### src/rtl/tc_clear_pkg.sv
package tc_clear_pkg;
    localparam int unsigned TC_CHANNELS = 2;
    localparam int unsigned CH_DSCH     = 0;
    localparam int unsigned CH_CHG      = 1;

    typedef enum logic {
        CLR_IDLE   = 1'b0,
        CLR_ACTIVE = 1'b1
    } clr_state_t;
endpackage

### src/rtl/tc_clear_fsm.sv
module tc_clear_fsm
    import tc_clear_pkg::*;
(
    input  logic clk,
    input  logic rst_n,
    input  logic req,
    output logic busy,
    output logic do_clear
);
    clr_state_t state_q, state_d;

    always_comb begin
        state_d = state_q;
        unique case (state_q)
            CLR_IDLE:   if (req) state_d = CLR_ACTIVE;              // arm
            CLR_ACTIVE: state_d = req ? CLR_ACTIVE : CLR_IDLE;      // rearm / finish
            default:    state_d = CLR_IDLE;
        endcase
    end

    always_ff @(posedge clk or negedge rst_n) begin
        if (!rst_n) state_q <= CLR_IDLE;
        else        state_q <= state_d;
    end

    always_comb begin
        busy     = 1'b0;
        do_clear = 1'b0;
        unique case (state_q)
            CLR_IDLE:   ;
            CLR_ACTIVE: begin
                busy     = 1'b1;
                do_clear = 1'b1;
            end
            default:    ;
        endcase
    end
endmodule

### src/rtl/tc_rate_counter.sv
module tc_rate_counter #(
    parameter int unsigned CNT_W   = 16,
    parameter int unsigned DEF_DIV = 28800,
    parameter int unsigned ALT_DIV = 115200
) (
    input  logic             clk,
    input  logic             rst_n,
    input  logic             tick,
    input  logic             en,
    input  logic             clear,
    output logic [CNT_W-1:0] count,
    output logic             slow
);
    localparam int unsigned MAX_DIV = (ALT_DIV > DEF_DIV) ? ALT_DIV : DEF_DIV;
    localparam int unsigned PW      = $clog2(MAX_DIV) + 1;
    localparam logic [PW-1:0] DEF_LAST = PW'(DEF_DIV - 1);
    localparam logic [PW-1:0] ALT_LAST = PW'(ALT_DIV - 1);

    logic [PW-1:0] presc_q;
    logic [PW-1:0] last;
    logic          advance;
    logic          step;

    assign last    = slow ? ALT_LAST : DEF_LAST;
    assign advance = tick && en && !clear;
    assign step    = advance && (presc_q >= last);

    always_ff @(posedge clk or negedge rst_n) begin
        if (!rst_n) begin
            presc_q <= '0;
            count   <= '0;
            slow    <= 1'b0;
        end else if (clear) begin
            presc_q <= '0;
            count   <= '0;
            slow    <= 1'b0;
        end else if (advance) begin
            if (step) begin
                presc_q <= '0;
                count   <= count + 1'b1;
                if (&count) slow <= 1'b1;
            end else begin
                presc_q <= presc_q + 1'b1;
            end
        end
    end
endmodule

### src/rtl/tc_clear_ctrl.sv
module tc_clear_ctrl
    import tc_clear_pkg::*;
#(
    parameter int unsigned CNT_W   = 16,
    parameter int unsigned DEF_DIV = 28800,
    parameter int unsigned ALT_DIV = 115200
) (
    input  logic             clk,
    input  logic             rst_n,
    input  logic             wr_en,
    input  logic [1:0]       wr_data,
    input  logic             tick,
    input  logic             dsch_en,
    input  logic             chg_en,
    output logic [CNT_W-1:0] dsch_count,
    output logic [CNT_W-1:0] chg_count,
    output logic             dsch_slow,
    output logic             chg_slow,
    output logic [1:0]       clr_bits
);
    logic [TC_CHANNELS-1:0] en_vec;
    logic [TC_CHANNELS-1:0] slow_vec;
    logic [CNT_W-1:0]       cnt_arr [TC_CHANNELS];

    assign en_vec[CH_DSCH] = dsch_en;
    assign en_vec[CH_CHG]  = chg_en;

    for (genvar ch = 0; ch < TC_CHANNELS; ch++) begin : g_ch
        logic do_clear;

        tc_clear_fsm u_fsm (
            .clk      (clk),
            .rst_n    (rst_n),
            .req      (wr_en && wr_data[ch]),
            .busy     (clr_bits[ch]),
            .do_clear (do_clear)
        );

        tc_rate_counter #(
            .CNT_W   (CNT_W),
            .DEF_DIV (DEF_DIV),
            .ALT_DIV (ALT_DIV)
        ) u_cnt (
            .clk   (clk),
            .rst_n (rst_n),
            .tick  (tick),
            .en    (en_vec[ch]),
            .clear (do_clear),
            .count (cnt_arr[ch]),
            .slow  (slow_vec[ch])
        );
    end

    assign dsch_count = cnt_arr[CH_DSCH];
    assign chg_count  = cnt_arr[CH_CHG];
    assign dsch_slow  = slow_vec[CH_DSCH];
    assign chg_slow   = slow_vec[CH_CHG];
endmodule

### config.mk
export PLATFORM = sky130hd
export DESIGN_NAME = tc_clear_ctrl
export DESIGN_NICKNAME = d
export VERILOG_FILES = /design/src/rtl/tc_clear_pkg.sv /design/src/rtl/tc_clear_fsm.sv /design/src/rtl/tc_rate_counter.sv /design/src/rtl/tc_clear_ctrl.sv
export SDC_FILE = /design/constraint.sdc
export NUM_CORES = 1
export LEC_CHECK = 0
export ABC_AREA = 1
export BUFFER_PORTS_ARGS = -buffer_cell sky130_fd_sc_hd__buf_2
export CELL_PAD_IN_SITES_DETAIL_PLACEMENT = 0
export CELL_PAD_IN_SITES_GLOBAL_PLACEMENT = 1
export CORE_MARGIN = 1
export CORE_UTILIZATION = 44
export DETAILED_ROUTE_END_ITERATION = 12
export GPL_ROUTABILITY_DRIVEN = 0
export PLACE_DENSITY = 0.89
export SLEW_MARGIN = 10
export SYNTH_ARGS = -nofsm -noshare
export SYNTH_HDL_FRONTEND = slang
export SYNTH_SLANG_ARGS = --single-unit
### constraint.sdc
create_clock -name clk -period 2.2 [get_ports clk]
set_clock_uncertainty 0.1 [all_clocks]
set_input_delay 0.44 -clock clk [delete_from_list [all_inputs] [get_ports clk]]
set_output_delay 0.44 -clock clk [all_outputs]
set_load 0.02 [all_outputs]
==> flow_summary.ini, run 1 <==
[logic_synthesis]
async_flop_share_pct = 100.0
synth_top_area_share_pct = 38.89
synth_area_leaders = dfrtp_1 (39%), nand2_1 (15%), nor2_1 (7.0%)
synth-warning-count = 0
yosysSeqAreaShare_pct = 38.89
synthTopCellsByCount = nand2_1 (189), nor2_1 (87), dfrtp_1 (72), inv_1 (59), nand3_1 (58)
ys.flop_type = dfrtp_1
synth_nets = 661
synth.most_common_cell = nand2_1
ys_seq_elements = 72
synth_cells = 637
synth_edf_count = 0
syn_area_um2 = 4633
avgSynthCellArea_um2 = 7.273
yosys.area.top_type = dfrtp_1
yosysUniqueCellTypes = 35

[die]
die_h_um = 104.6
start_util_pct = 45.08
io_pins = 44
die-area_um2 = 10940
rows = 37
die_x_um = 104.6
core_um2 = 10280

[sta]
rsz0062_at_grt = yes
setup_tns_ns = 0
maxSlewViolCount = 0
tightestPinTransition_ns = 0.4976
timing.final.crit_period_ns = 2.045
layout_worst_path_cycle_share_pct = 92.96
setup_viol = 0
max_freq_mhz = 489.0
finalHoldViolations = 0
slew-limit-headroom_pct = 66.79

[routing]
drt_drc_violations_left = 0
wire_per_inst_um = 12.83
drt_pass1_iterations = 5
drt_wl_total_mm = 10.61
drt_iter0_drc = 133
viasPerCell = 5.125
postRouteAntennaNets = 0
vias = 4238

[critical_path]
cp_cell_sequence = inv_1 -> ha_1 -> inv_1 -> nor2_1 -> nand2_1 -> inv_1 -> a21oi_1 -> nand3_2 -> nand2_8 -> buf_12 -> nand2_1 -> o21ai_1
cp_num_buf_inv = 4
crit_type = flop to flop
crit_slowest_cell = dfrtp_1
r2r_cells = 12
worst-endpoint-required_ns = 2.38
cp-start-kind = flop
r2r-start = g_ch[0].u_cnt.slow
ff2ff_setup_slack_ns = 0.15
crit_arrival_ns = 2.22
end_kind = flop
crit_path_max_incr_delay_ns = 0.42
critPathMostFrequentCell = inv_1
cp_top_family = simple AND/OR/NAND/NOR gates
r2r-end = g_ch[0].u_cnt.count[11]
worstPathMaxFanout = 17

[final_layout]
n_antenna_cell = 0
layout-drive-gt1-share_pct = 16.06
final_util_pct = 51.10
fin_nets = 714
fill_cells = 1009
fin_cells = 827
design_area_um2 = 5251
syn_to_final_growth_pct = 13.34

[min_path]
hp-class = input port to flop
whs_path_depth = 3
worstHoldEndpoint = g_ch[1].u_fsm.state_q
hold_start = wr_data[1]

[grt]
antenna_found_initial = 0
grt_pass1_vias = 4037
grt_max_degree = 49
grt_pass1_wl_mm = 18.58
grt_use_total_pct = 20.73
grt_overflow = 0

[clock_tree]
clockBufferDepth = 2
clk_pin_slew_worst_paths_ns = 0.08
cts.sinks = 72
clockRootBuffer = clkbuf_8
worstSkewPairLatency_ns = 0.35
cts_buffers = 9
htreeDepth = 3
cts_tree = built

[placement]
io_buffers = 43
place_inst = 809
dpl-instance-area_um2 = 4996
post-dp-hpwl_mm = 7.599

[power]
peakVddDrop_v = 0.0003415
powerDensity_nw_per_um2 = 614.0
power.leakage_nw = 2.532

[flow_run]
maxCapViolations = 0

[run_status]
status = finished, final reports clean
cell type report:
cell class | instances | area [µm²] | area share [%]
multi-input cells | 487 | 2497 | 47.56
flip-flops and latches | 72 | 1802 | 34.31
repair buffers | 57 | 392.9 | 7.482
inverters | 63 | 241.5 | 4.599
well taps | 136 | 170.2 | 3.240
clock buffers | 10 | 137.6 | 2.621
clock inverters | 2 | 10.01 | 0.1906
tightest hold or removal path: cells and delay by family:
kind	cells	cell delay, ns
buffers and inverters	2	0.11
and+or+nand+nor	1	0.04
worst max path at each step:
stage | startpoint | depth (start not counted) | endpoint | slack [ns]
after CTS | g_ch[1].u_cnt.slow | 12 | g_ch[1].u_cnt.count[1] | 0.1
after global routing | g_ch[0].u_cnt.slow | 12 | g_ch[0].u_cnt.count[12] | -0.006
after floorplan | g_ch[0].u_cnt.slow | 12 | g_ch[0].u_cnt.count[2] | 0.21
after detailed placement | g_ch[1].u_cnt.slow | 12 | g_ch[1].u_cnt.count[1] | 0.14
final | g_ch[0].u_cnt.slow | 12 | g_ch[0].u_cnt.count[11] | 0.15
after global placement | g_ch[0].u_cnt.slow | 11 | g_ch[0].u_cnt.presc_q[15] | 0.19
per-layer routing:
| layer | part of all wire [%] | track usage [%] | wire length, µm | up-vias |
|---|---|---|---|---|
| met5 | 0 | 0 | 0 | - |
| met4 | 0.78 | 4.728 | 83 | 0 |
| met3 | 4.5 | 4.991 | 477 | 9 |
| met2 | 48 | 34.91 | 5135 | 86 |
| met1 | 46 | 26.92 | 4918 | 1991 |
| li1 | - | - | - | 2152 |
state kept, by name (all words and copies together) (netlist names):
name	count
g_ch.u_cnt.slow	2
g_ch.u_fsm.state_q	2
g_ch.u_cnt.presc_q	36
g_ch.u_cnt.count	32
layout by cell type, fill, tap and decap left out, types with 9 or more instances in the layout:
cell      count
or2_2        10
inv_1        59
nor2_1       87
nand3_1      58
o21ai_1      19
buf_4         9
nand2_1     189
clkbuf_8     10
nand4_1      19
ha_1         16
xor2_1       19
dfrtp_1      72
o21ai_2      12
buf_2        42
cells by family (layout without fill, tap and decap cells):
kind of cell | Yosys count | in the layout | share of synthesized area (%)
buf+inv | 78 | 132 | 7.805
flops | 72 | 72 | 38.89
xor+xnor | 25 | 25 | 4.726
compound gates | 57 | 57 | 7.886
simple gates | 389 | 389 | 36.38
fa+ha+maj | 16 | 16 | 4.321
stage by stage:
| step | hold WS, ns | setup slack [ns] | power, mW |
|---|---|---|---|
| 2_1_floorplan | 0.04441 | 0.2132 | 2.104 |
| 3_3_place_gp | 0.2808 | 0.1924 | 2.303 |
| 3_5_place_dp | 0.2864 | 0.1358 | 2.337 |
| 4_1_cts | 0.1785 | 0.09770 | 3.239 |
| 5_1_grt | 0.1843 | -0.005970 | 3.425 |
| 6_report | 0.1879 | 0.1549 | 3.224 |
power breakdown:
group	switching, mW	total [mW]	internal [mW]
clock	0.483	0.894	0.412
combinational	0.443	0.722	0.278
sequential	0.160	1.61	1.45
timing repair:
action	in CTS	in global routing
hold buffers	1	0
hold endpoints to repair	24	0
setup buffers	0	4
setup endpoints to repair	0	34
resized for setup	0	6
Power figures use the tool's default switching activity.
==> run 2: changes to the inputs <==
==> constraint.sdc (replaced) <==
create_clock -name clk -period 2 [get_ports clk]
set_clock_uncertainty 0.1 [all_clocks]
set_input_delay 0.4 -clock clk [delete_from_list [all_inputs] [get_ports clk]]
set_output_delay 0.4 -clock clk [all_outputs]
set_load 0.02 [all_outputs]
==> flow_summary.ini, run 2 (synthesis gave the netlist of run 1 again) <==
[run_status]
status = finished, final reports clean

[critical_path]
crit_path_max_incr_delay_ns = 0.42
end_kind = flop
cp_top_family = simple AND/OR/NAND/NOR gates
critPathMostFrequentCell = nand2_1
worstPathMaxFanout = 8
cp-start-kind = flop
crit_slowest_cell = dfrtp_1
ff2ff_setup_slack_ns = 0.01
worst-endpoint-required_ns = 2.14
cp_cell_sequence = inv_2 -> ha_1 -> nand2_1 -> nor2_1 -> a21oi_2 -> nand2_4 -> nand2_8 -> buf_12 -> nand2_1 -> o21ai_2
crit_arrival_ns = 2.13
cp_num_buf_inv = 2
crit_type = flop to flop

[grt]
antenna_found_initial = 0
grt_use_total_pct = 20.70
grt_overflow = 0
grt_pass1_wl_mm = 18.45
grt_max_degree = 39
grt_pass1_vias = 3985

[clock_tree]
cts_buffers = 9
clockRootBuffer = clkbuf_8
worstSkewPairLatency_ns = 0.35
clk_pin_slew_worst_paths_ns = 0.08
htreeDepth = 3
clockBufferDepth = 2
cts.sinks = 72
cts_tree = built

[sta]
tightestPinTransition_ns = 0.5537
setup_viol = 0
timing.final.crit_period_ns = 1.985
slew-limit-headroom_pct = 63.09
max_freq_mhz = 503.7
layout_worst_path_cycle_share_pct = 99.27
rsz0062_at_grt = yes
finalHoldViolations = 0
maxSlewViolCount = 0

[final_layout]
design_area_um2 = 5678
fin_nets = 727
regMostFlops = g_ch.u_cnt.presc_q
n_antenna_cell = 0
layout-drive-gt1-share_pct = 21.89
top_regs = g_ch.u_cnt.presc_q (36), g_ch.u_cnt.count (32)
largest_register_ffs = 36
syn_to_final_growth_pct = 22.55
final_cell_mix = nand2_1 (176), nor2_1 (86), dfrtp_1 (70)
final_common_cell = nand2_1

[power]
power.total_mw = 4.180
power.leakage_nw = 2.715
powerDensity_nw_per_um2 = 736.1
peakVddDrop_v = 0.0003802

[flow_run]
maxCapViolations = 0

[routing]
drt_pass1_iterations = 4
drt_wl_total_mm = 11.48
viasPerCell = 5.150
wire_per_inst_um = 13.60
vias = 4347
drt_drc_violations_left = 0
drt_iter0_drc = 200
postRouteAntennaNets = 0

[die]
start_util_pct = 45.08
core_um2 = 10280
die_h_um = 104.6
io_pins = 44
rows = 37
die_x_um = 104.6
die-area_um2 = 10940

[min_path]
hp-class = input port to flop

[placement]
io_buffers = 43
post-dp-hpwl_mm = 7.579
dpl-instance-area_um2 = 5066
## run 2: changes by cell type in the layout (fill, tap and decap cells not counted), sizes merged
| cell | change |
|---|---|
| clkbuf | +5 |
| clkinv | -1 |
| buf | +9 |
| clkinvlp | +1 |
| bufinv | +3 |
## run 2: path summary, 6_finish.rpt
kind / from / to / depth (start not counted)
setup / recovery: g_ch[1].u_cnt.slow / g_ch[1].u_cnt.count[2] / 10
hold / removal: wr_data[1] / g_ch[1].u_fsm.state_q / 3
setup reg to reg: g_ch[1].u_cnt.slow / g_ch[1].u_cnt.count[2] / 10
hold reg to reg: g_ch[0].u_cnt.presc_q[0] / g_ch[0].u_cnt.presc_q[0] / 2
max in group asynchronous: rst_n / g_ch[1].u_cnt.presc_q[0] / 3
min in group asynchronous: rst_n / g_ch[0].u_cnt.count[13] / 2
## run 2: where the power goes
| part | switching [mW] | internal (mW) | leakage [nW] |
|---|---|---|---|
| sequential | 0.181 | 1.59 | 0.984 |
| clock | 0.581 | 0.895 | 0.126 |
| combinational | 0.535 | 0.394 | 1.61 |
| total | 1.30 | 2.88 | 2.71 |
## run 2: tightest hold or removal path, cell delays in order
cell and delay [ns]:
buf_2 0.07, nand2_1 0.04, inv_1 0.04
## run 2: timing repair
action                     CTS  global route
setup endpoints to repair    1            62
pin swaps                    0            10
gates cloned                 0             6
buffers inserted             1             5
resized for setup            0            42
hold endpoints to repair    36             0
hold buffers                 1             0
## run 2: final cells by class
type | instances | area, µm²
flip-flops and latches | 72 | 1804
clock inverters | 5 | 102.6
clock buffers | 11 | 151.4
fillers | 979 | 4599
inverters | 63 | 244.0
well taps | 136 | 170.2
repair buffers | 70 | 580.6
multi-input cells | 487 | 2625
## run 2: metal layers
layer / share of wire, % / up-vias / track usage (%)
li1: - / 2179 / -
met3: 3.1 / 10 / 4.304
met4: 0.95 / 0 / 5.734
met2: 49 / 84 / 34.91
met1: 47 / 2074 / 26.86
met5: 0 / - / 0
## run 2: metrics by stage
step | instances | setup TNS (ns) | setup slack (ns) | hold slack [ns] | util (%)
final | 844 | 0 | 0.01469 | 0.1466 | 55.25
after floorplan | 637 | 0 | 0.01317 | 0.004409 | -
after detailed placement | 815 | 0 | 0.005500 | 0.3231 | 49.29
after CTS | 833 | 0 | 0.004059 | 0.1384 | 51.94
after global placement | 815 | 0 | 0.09106 | 0.3258 | 49.29
after global routing | 844 | -2.260 | -0.09947 | 0.1414 | 55.25
==> run 3: changes to the inputs <==
--- a/config.mk
+++ b/config.mk
@@ -10,10 +10,11 @@
 export CELL_PAD_IN_SITES_DETAIL_PLACEMENT = 0
 export CELL_PAD_IN_SITES_GLOBAL_PLACEMENT = 1
 export CORE_MARGIN = 1
-export CORE_UTILIZATION = 44
+export CORE_UTILIZATION = 45
+export CTS_CLUSTER_DIAMETER = 80
 export DETAILED_ROUTE_END_ITERATION = 12
 export GPL_ROUTABILITY_DRIVEN = 0
-export PLACE_DENSITY = 0.89
+export PLACE_DENSITY = 0.9
 export SLEW_MARGIN = 10
 export SYNTH_ARGS = -nofsm -noshare
 export SYNTH_HDL_FRONTEND = slang
==> constraint.sdc (replaced) <==
create_clock -name clk -period 2.3 [get_ports clk]
set_clock_uncertainty 0.1 [all_clocks]
set_input_delay 0.46 -clock clk [delete_from_list [all_inputs] [get_ports clk]]
set_output_delay 0.46 -clock clk [all_outputs]
set_load 0.02 [all_outputs]
==> flow_summary.ini, run 3 (synthesis gave the netlist of run 1 again) <==
[clock_tree]
htreeDepth = 3
clk_pin_slew_worst_paths_ns = 0.08
clockRootBuffer = clkbuf_8
cts_buffers = 9
cts.sinks = 72
cts_tree = built
worstSkewPairLatency_ns = 0.35
clockBufferDepth = 2

[power]
peakVddDrop_v = 0.0003052
power.leakage_nw = 2.514
power.total_mw = 3.187
powerDensity_nw_per_um2 = 609.6

[grt]
grt_pass1_wl_mm = 18.32
grt_use_total_pct = 22.13
grt_max_degree = 38
antenna_found_initial = 0
grt_pass1_vias = 4028
grt_overflow = 0

[sta]
setup_tns_ns = 0
tightestPinTransition_ns = 0.5126
finalHoldViolations = 0
maxSlewViolCount = 0
setup_viol = 0
slew-limit-headroom_pct = 65.82
rsz0062_at_grt = no
layout_worst_path_cycle_share_pct = 90.71
timing.final.crit_period_ns = 2.086
max_freq_mhz = 479.3

[die]
die_h_um = 103.5
core_um2 = 9864
die_x_um = 103.5
rows = 36
die-area_um2 = 10710
io_pins = 44
start_util_pct = 46.97

[critical_path]
crit_path_max_incr_delay_ns = 0.43
critPathMostFrequentCell = inv_1
cp_num_buf_inv = 4
cp-start-kind = flop
crit_type = flop to flop
cp_top_family = simple AND/OR/NAND/NOR gates
cp_cell_sequence = inv_1 -> ha_1 -> inv_1 -> nor2_1 -> nand2_1 -> inv_1 -> a21oi_1 -> nand3_4 -> nand2_8 -> buf_4 -> o21ai_1
end_kind = flop
crit_arrival_ns = 2.23
worst-endpoint-required_ns = 2.45
crit_slowest_cell = dfrtp_1
worstPathMaxFanout = 17

[placement]
post-dp-hpwl_mm = 7.577
place_inst = 807
io_buffers = 43

[final_layout]
top_regs = g_ch.u_cnt.presc_q (36), g_ch.u_cnt.count (32)
final_cell_mix = nand2_1 (189), nor2_1 (86), dfrtp_1 (72)
fin_nets = 711
syn_to_final_growth_pct = 12.85
largest_register_ffs = 36
fill_cells = 938
n_antenna_cell = 0
final_common_cell = nand2_1
multi_input_area_um2 = 2514
fin_cells = 825
layout-drive-gt1-share_pct = 16.04
regArea_um2 = 1802
regMostFlops = g_ch.u_cnt.presc_q

[routing]
drt_wl_total_mm = 10.64
drt_drc_violations_left = 0
wire_per_inst_um = 12.90
vias = 4254
postRouteAntennaNets = 0
viasPerCell = 5.156
drt_pass1_iterations = 4
drt_iter0_drc = 140

[flow_run]
maxCapViolations = 0

[run_status]
status = finished, final reports clean

[min_path]
hp-class = input port to flop
run 3: power by group:
| part | switching, mW | total (mW) | leakage, nW | internal [mW] |
|---|---|---|---|---|
| sequential | 0.158 | 1.54 | 0.987 | 1.38 |
| combinational | 0.426 | 0.683 | 1.43 | 0.257 |
| clock | 0.481 | 0.961 | 0.0927 | 0.480 |
| total | 1.07 | 3.19 | 2.51 | 2.12 |
run 3: final timing paths:
check | slack [ns] | to | depth (start not counted) | start
max reg2reg | 0.21 | g_ch[0].u_cnt.count[2] | 11 | g_ch[0].u_cnt.slow
min reg2reg | 0.42 | g_ch[0].u_cnt.presc_q[1] | 2 | g_ch[0].u_cnt.presc_q[1]
max in group asynchronous | 0.98 | g_ch[0].u_cnt.presc_q[10] | 3 | rst_n
min | 0.20 | g_ch[1].u_fsm.state_q | 3 | wr_data[1]
min in group asynchronous | 0.52 | g_ch[0].u_cnt.count[9] | 2 | rst_n
max | 0.21 | g_ch[0].u_cnt.count[2] | 11 | g_ch[0].u_cnt.slow
run 3: timing repair:
action,CTS,global route
hold buffers,1,0
endpoints found under the hold margin,33,0
setup buffers,0,0
setup endpoints to repair,0,24
resized for setup,0,7
run 3: worst register-to-register path: stages (launching register included):
cell and delay (ns):
dfrtp_1 0.43, inv_1 0.12, ha_1 0.32, inv_1 0.06, nor2_1 0.03, nand2_1 0.07
inv_1 0.04, a21oi_1 0.25, nand3_4 0.19, nand2_8 0.19, buf_4 0.13, o21ai_1 0.05
run 3: final cells by class:
class,count,area share (%)
tap,133,3.183
clock inverter,2,0.2393
multi-input combinational,488,48.07
clock buffer,14,3.302
sequential,72,34.46
timing repair buffer,53,6.126
inverter,63,4.618
run 3: per-stage QoR:
| stage | instance area (µm²) | util, % | hold slack, ns | setup slack, ns |
|---|---|---|---|---|
| final | 5229 | 53.01 | 0.1978 | 0.2137 |
| after global routing | 5229 | 53.01 | 0.1923 | 0.01512 |
| after CTS | 5182 | 52.54 | 0.1889 | 0.08098 |
| after floorplan | 4633 | - | 0.06441 | 0.3132 |
| after detailed placement | 4987 | 50.56 | 0.3735 | 0.1120 |
| after global placement | 4987 | 50.56 | 0.3669 | 0.2214 |
run 3: metal layers:
metal	GRT usage, %	vias to the layer above	routed length (µm)
met5	0	-	0
met3	4.906	13	307
met1	28.35	2025	5022
met2	36.53	68	5143
li1	-	2148	-
met4	8.451	0	168
